[src/rtl/wdt_pkg.sv]
package wdt_pkg;
    typedef enum logic [1:0] {
        SEL_RST_REF = 2'd0,
        SEL_IRQ_REF = 2'd1,
        SEL_SERVICE = 2'd2,
        SEL_STATUS  = 2'd3
    } wdt_sel_e;

    localparam int EN_BIT   = 0;
    localparam int FLAG_BIT = 0;

    typedef struct packed {
        logic rst_hit;
        logic irq_hit;
    } wdt_evt_t;
endpackage

[src/rtl/wdt_regs.sv]
module wdt_regs
    import wdt_pkg::*;
#(
    parameter int CNT_W = 15
) (
    input  logic             clk,
    input  logic             rst,
    input  logic             wr_en,
    input  logic [1:0]       addr,
    input  logic [CNT_W:0]   wdata,
    input  logic [CNT_W-1:0] cnt,
    input  logic             flag,
    output logic [CNT_W:0]   rdata,
    output logic [CNT_W-1:0] rst_ref,
    output logic             rst_en,
    output logic [CNT_W-1:0] irq_ref,
    output logic             irq_en,
    output logic             restart,
    output logic             clr_flag
);
    localparam int DW = CNT_W + 1;
    localparam logic [DW-1:0] REF_INIT = {{CNT_W{1'b1}}, 1'b0};

    logic [DW-1:0] rref_q, iref_q;
    wdt_sel_e      sel;

    assign sel = wdt_sel_e'(addr);

    always_ff @(posedge clk) begin
        if (rst) begin
            rref_q <= REF_INIT;
            iref_q <= REF_INIT;
        end else if (wr_en) begin
            case (sel)
                SEL_RST_REF: rref_q <= wdata;
                SEL_IRQ_REF: iref_q <= wdata;
                default: ;
            endcase
        end
    end

    assign rst_ref  = rref_q[DW-1:1];
    assign rst_en   = rref_q[EN_BIT];
    assign irq_ref  = iref_q[DW-1:1];
    assign irq_en   = iref_q[EN_BIT];
    assign restart  = wr_en && (sel != SEL_STATUS);
    assign clr_flag = wr_en && (sel == SEL_STATUS) && wdata[FLAG_BIT];

    always_comb begin
        case (sel)
            SEL_RST_REF: rdata = rref_q;
            SEL_IRQ_REF: rdata = iref_q;
            SEL_SERVICE: rdata = {1'b0, cnt};
            default:     rdata = {{CNT_W{1'b0}}, flag};
        endcase
    end

    // reference contents change only through a write
    assert_ref_stable_R9: assert property (@(posedge clk) disable iff (rst)
        !wr_en |=> ($stable(rref_q) && $stable(iref_q)));
endmodule

[src/rtl/wdt_timebase.sv]
module wdt_timebase #(
    parameter int PRE_W = 15,
    parameter int CNT_W = 15
) (
    input  logic             clk,
    input  logic             rst,
    input  logic             run,
    input  logic             restart,
    input  logic             wrap_now,
    output logic [CNT_W-1:0] cnt,
    output logic             tick
);
    logic [PRE_W-1:0] pre_q;
    logic [CNT_W-1:0] cnt_q;

    assign tick = run && !restart && (&pre_q);
    assign cnt  = cnt_q;

    always_ff @(posedge clk) begin
        if (rst || !run || restart) begin
            pre_q <= '0;
            cnt_q <= '0;
        end else begin
            pre_q <= pre_q + 1'b1;
            if (tick) begin
                cnt_q <= wrap_now ? '0 : cnt_q + 1'b1;
            end
        end
    end

    // a disabled watchdog holds its count at zero
    assert_hold_zero_R2: assert property (@(posedge clk) disable iff (rst)
        !run |=> (cnt_q == '0 && pre_q == '0));

    // the counter never rolls past its top without a reset wrap
    assert_no_overflow_R3: assert property (@(posedge clk) disable iff (rst)
        (tick && (&cnt_q)) |-> wrap_now);
endmodule

[src/rtl/wdt_compare.sv]
module wdt_compare
    import wdt_pkg::*;
#(
    parameter int CNT_W = 15
) (
    input  logic             clk,
    input  logic             rst,
    input  logic             tick,
    input  logic [CNT_W-1:0] cnt,
    input  logic [CNT_W-1:0] rst_ref,
    input  logic [CNT_W-1:0] irq_ref,
    input  logic             irq_en,
    input  logic             clr_flag,
    output logic             rst_hit,
    output logic             flag,
    output logic             rst_req
);
    wdt_evt_t evt;
    logic     flag_q, req_q;

    always_comb begin
        evt.rst_hit = tick && (cnt == rst_ref);
        evt.irq_hit = tick && irq_en && (cnt == irq_ref) && (irq_ref < rst_ref);
    end

    always_ff @(posedge clk) begin
        if (rst) begin
            flag_q <= 1'b0;
            req_q  <= 1'b0;
        end else begin
            req_q <= evt.rst_hit;
            if (evt.irq_hit)   flag_q <= 1'b1;
            else if (clr_flag) flag_q <= 1'b0;
        end
    end

    assign rst_hit = evt.rst_hit;
    assign flag    = flag_q;
    assign rst_req = req_q;

    // reset request lasts a single cycle
    assert_single_pulse_R3: assert property (@(posedge clk) disable iff (rst)
        req_q |=> !req_q);

    // flag holds until cleared
    assert_sticky_R6: assert property (@(posedge clk) disable iff (rst)
        (flag_q && !clr_flag) |=> flag_q);

    // clear without a new event drops the flag
    assert_clear_R6: assert property (@(posedge clk) disable iff (rst)
        (clr_flag && !evt.irq_hit) |=> !flag_q);

    // the flag only rises with the interrupt enable set
    assert_irq_gate_R5: assert property (@(posedge clk) disable iff (rst)
        $rose(flag_q) |-> $past(irq_en));
endmodule

[src/rtl/dual_wdt.sv]
module dual_wdt #(
    parameter int PRE_W = 15,
    parameter int CNT_W = 15
) (
    input  logic           clk,
    input  logic           rst,
    input  logic           wr_en,
    input  logic [1:0]     addr,
    input  logic [CNT_W:0] wdata,
    output logic [CNT_W:0] rdata,
    output logic           irq,
    output logic           rst_req
);
    logic [CNT_W-1:0] cnt, rst_ref, irq_ref;
    logic             rst_en, irq_en, restart, clr_flag;
    logic             tick, rst_hit, flag;

    wdt_regs #(.CNT_W(CNT_W)) u_regs (
        .clk(clk), .rst(rst), .wr_en(wr_en), .addr(addr), .wdata(wdata),
        .cnt(cnt), .flag(flag), .rdata(rdata),
        .rst_ref(rst_ref), .rst_en(rst_en), .irq_ref(irq_ref), .irq_en(irq_en),
        .restart(restart), .clr_flag(clr_flag)
    );

    wdt_timebase #(.PRE_W(PRE_W), .CNT_W(CNT_W)) u_time (
        .clk(clk), .rst(rst), .run(rst_en), .restart(restart),
        .wrap_now(rst_hit), .cnt(cnt), .tick(tick)
    );

    wdt_compare #(.CNT_W(CNT_W)) u_cmp (
        .clk(clk), .rst(rst), .tick(tick), .cnt(cnt),
        .rst_ref(rst_ref), .irq_ref(irq_ref), .irq_en(irq_en),
        .clr_flag(clr_flag), .rst_hit(rst_hit), .flag(flag), .rst_req(rst_req)
    );

    assign irq = flag;

    // a service write restarts the count
    assert_service_restart_R7: assert property (@(posedge clk) disable iff (rst)
        (wr_en && addr == 2'd2) |=> (cnt == '0));

    // the counter is back at zero when the reset request is seen
    assert_cnt_cleared_R3: assert property (@(posedge clk) disable iff (rst)
        rst_req |-> (cnt == '0));
endmodule

[config.mk]
export PLATFORM = sky130hd
export DESIGN_NAME = dual_wdt
export DESIGN_NICKNAME = d
export VERILOG_FILES = /design/src/rtl/wdt_pkg.sv /design/src/rtl/wdt_regs.sv /design/src/rtl/wdt_timebase.sv /design/src/rtl/wdt_compare.sv /design/src/rtl/dual_wdt.sv
export SDC_FILE = /design/constraint.sdc
export NUM_CORES = 1
export LEC_CHECK = 0
export CAP_MARGIN = 25
export CORE_ASPECT_RATIO = 1.4
export CORE_MARGIN = 2
export CORE_UTILIZATION = 45
export DETAILED_ROUTE_END_ITERATION = 10
export PLACE_DENSITY = 0.71
export SETUP_SLACK_MARGIN = 0.4
export SLEW_MARGIN = 20
export SYNTH_ARGS = -nofsm -noshare
export SYNTH_HDL_FRONTEND = slang
export SYNTH_SLANG_ARGS = --single-unit
export TNS_END_PERCENT = 20
[constraint.sdc]
create_clock -name clk -period 4.2 [get_ports clk]
set_input_delay 0.42 -clock clk [delete_from_list [all_inputs] [get_ports clk]]
set_output_delay 0.42 -clock clk [all_outputs]
set_load 0.02 [all_outputs]
==> impl_results.md <==
* Clock Power Share at 0.493
* Post-synth top area share at 0.333
* Startpoint Class: primary input
* Routability cong. at 0.886
* Mapped Area at between 3000 and 4000 µm²
* Chip Width at between 80 and 90 µm
* Max VDD drop at 0.265 mV
* CTS tree: built
* Final Max Slew Viols at 0
* Synth area leader: dfxtp_1
* Maximum fanout along the worst path at 22
* Combinational share of power at 0.110
* Hold Path Class: flip-flop to flip-flop
* Sequential fraction of the synthesis area at 0.333
* DRC viols at 0
* Maximum number of pins on one net before global-route repair at 37
* Async set or reset register ratio after synthesis at 0
* Non-Filler Instances at about 580
* Synth unique cells at 49
* P_sw at 0.000380 W
* Max Freq at 304 MHz
* P_int at 0.00124 W
* Final Hold Viols at 0
* Max Cap Viol at 0
* Total track usage at 0.210
* CTS buffer count at 9
* Final ANT Viol Nets at 0
* Layout fillers at 763
* Syn_nets at 486
* Sequential fraction of design power at 0.398
* Crit end category: primary output
* Final setup viols at 0
* Pre-antenna DRT Iters at 4
* I/O Pins at 39
* # H-tree levels at 3
* Mapped Avg Cell Area at 8.56 µm²
* Cts hold-fix bufs at 0
* Top FF cell, synth: dfxtp_1
* Die ar. at roughly 9300 µm²
* Inst Count DP at 562
* Clock-pin slew on the worst setup and hold paths at roughly 0.050 ns
* Fin crit period at between 3 and 4 ns
* Final net count at 508
* Area growth syn-to-layout at 18.0%
* Area after DPL at 4210 µm²
* Max clock buf depth at 2
* Critical path arrival at 2.87 ns
* Initial core utilization at 0.466
* Total grt overflow at 0
* Synth warn at 0
* Area contributors post-synth: dfxtp_1 (33%), xor2_1 (7.3%), nand2_1 (6.2%)
* Num Clock Sinks at 64
* Port-buffer cells at 38
* First-pass GRT wire length at 14.9 mm
* List of most frequent post-synthesis cells: dfxtp_1 (64), nand2_1 (63), nor2_1 (32), xor2_1 (32), xnor2_1 (23)
* Synthesized flop and latch total at 64
* Clk root buf: clkbuf_16
* Area occupied by multi-input gates at 2300 µm²
* CORE AREA at between 8000 and 9000 µm²
* Number of synthesized flops with an enable pin at 0
* Most common cell in the netlist: dfxtp_1
* Worst R2R Setup Slack at about 1.9 ns
* Wire per inst at 15.8 µm
* Status: completed
* PD cells at between 300 and 400 nW/µm²
* DR vias/cell at 5.51
* Crit share post-route at 0.783
* CP Class: primary input to primary output
* Final hold slack at between 0.4 and 0.5 ns
* Post-CTS setup buffers at 0
* Share of layout cells above drive strength 1 at 0.107
* Via count at 3184
* Skew-Pair Late Insertion Delay at 0.33 ns
* Vias in the first global route at 3145
* Initial antenna violation count at 0
* Dpl hpwl at about 6.6 mm
* Placement Rows at 39
* Total wire length at 9.11 mm
* RSZ-0062 raised after global routing: no
* Setup TNS at 0 ns
* DRT iter0 DRCs at 187
* Chip height at 113 µm
* Slew HR at 0.360
* Worst slew pin tran at around 0.96 ns
* Register Area at between 1000 and 1500 µm²
* Fin area at 4530 µm²
* # diodes at 0
* Synthesized netlist cell count at 449
* Post-CTS sizing at 0
* Leak pwr at 1.75 nW
* Sw Ratio at 0.235
* Worst path required time at 3.78 ns
* Clock skew at around 0.0038 ns
-- stage by stage --
| step | power [W] | setup slack [ns] | util |
|---|---|---|---|
| after CTS | 0.00164 | 0.909 | 0.550 |
| final | 0.00162 | 0.912 | 0.550 |
| after global placement | 0.000828 | 0.992 | 0.510 |
| after detailed placement | 0.000832 | 0.910 | 0.511 |
| after global routing | 0.00169 | 0.713 | 0.550 |
| after floorplan | 0.000757 | 2.26 | - |
-- flip-flops by register name (all words and copies together), names as in the netlist --
register       flops
u_time.cnt        15
u_cmp.flag         1
u_regs.iref_q     16
u_time.pre_q      15
u_cmp.rst_req      1
u_regs.rref_q     16
-- layout make-up --
class                   instances  area share
flip-flops and latches         64       0.283
inverters                      21      0.0174
multi-input cells             331       0.507
repair buffers                 44      0.0938
clock inverters                 6      0.0182
well taps                     102      0.0282
clock buffers                  10      0.0527
-- power groups by stage --
stage	Clock, W	Combinational, W	Sequential (W)
finish	0.000798	0.000178	0.000644
global route	0.000845	0.000196	0.000646
CTS	0.000814	0.000178	0.000644
detailed placement	0	0.000175	0.000657
global placement	0	0.000171	0.000657
floorplan	0	0.000108	0.000649
-- layer usage --
| layer | vias to the layer above | track usage | wire, µm |
|---|---|---|---|
| met1 | 1491 | 0.268 | 4090 |
| met5 | - | 0 | 0 |
| li1 | 1588 | - | - |
| met3 | 24 | 0.0486 | 388 |
| met2 | 81 | 0.326 | 4350 |
| met4 | 0 | 0.103 | 287 |
-- layout by cell type (no fill, tap or decap), types with 4 or more instances in the layout --
master,Yosys,final
nand3b_1,16,16
a211o_1,15,15
a21oi_1,11,11
mux2i_1,16,16
nor2_1,32,32
xor2_1,32,32
nand4_1,12,12
nand3_1,8,8
clkbuf_16,0,9
o21ai_0,18,18
ha_1,16,16
inv_1,21,21
nand2_1,63,63
buf_4,2,6
xnor2_1,23,23
nor3_1,11,11
nor4_1,8,8
dfxtp_1,64,64
nor2b_1,4,4
clkdlybuf4s50_1,0,38
nor3_2,14,14
-- cells by family (layout without fill, tap and decap cells) --
kind of cell | Yosys count | in the layout | synth area share
AO/OA/AOI/OAI | 50 | 50 | 0.0853
flip-flops | 64 | 64 | 0.333
XOR/XNOR | 55 | 55 | 0.125
adder cells (fa/ha/maj) | 16 | 16 | 0.0521
AND/OR/NAND/NOR | 193 | 193 | 0.287
buffers and inverters | 54 | 81 | 0.0697
multiplexers | 17 | 17 | 0.0475
-- critical path: stages --
cell	delay, ns
clkdlybuf4s50_1	0.45
buf_4	0.24
nor2b_1	0.79
nand2_1	0.12
o21ai_0	0.17
clkdlybuf4s50_1	0.67
-- path summary, 6_finish.rpt --
kind                      to  depth (start not counted)             from
max                 rdata[6]                          6          addr[1]
min          u_time.pre_q[0]                          1  u_time.pre_q[0]
max reg2reg    u_time.cnt[4]                          6  u_time.pre_q[0]
min reg2reg  u_time.pre_q[0]                          1  u_time.pre_q[0]
No activity file was read; power rests on OpenSTA's default activity.
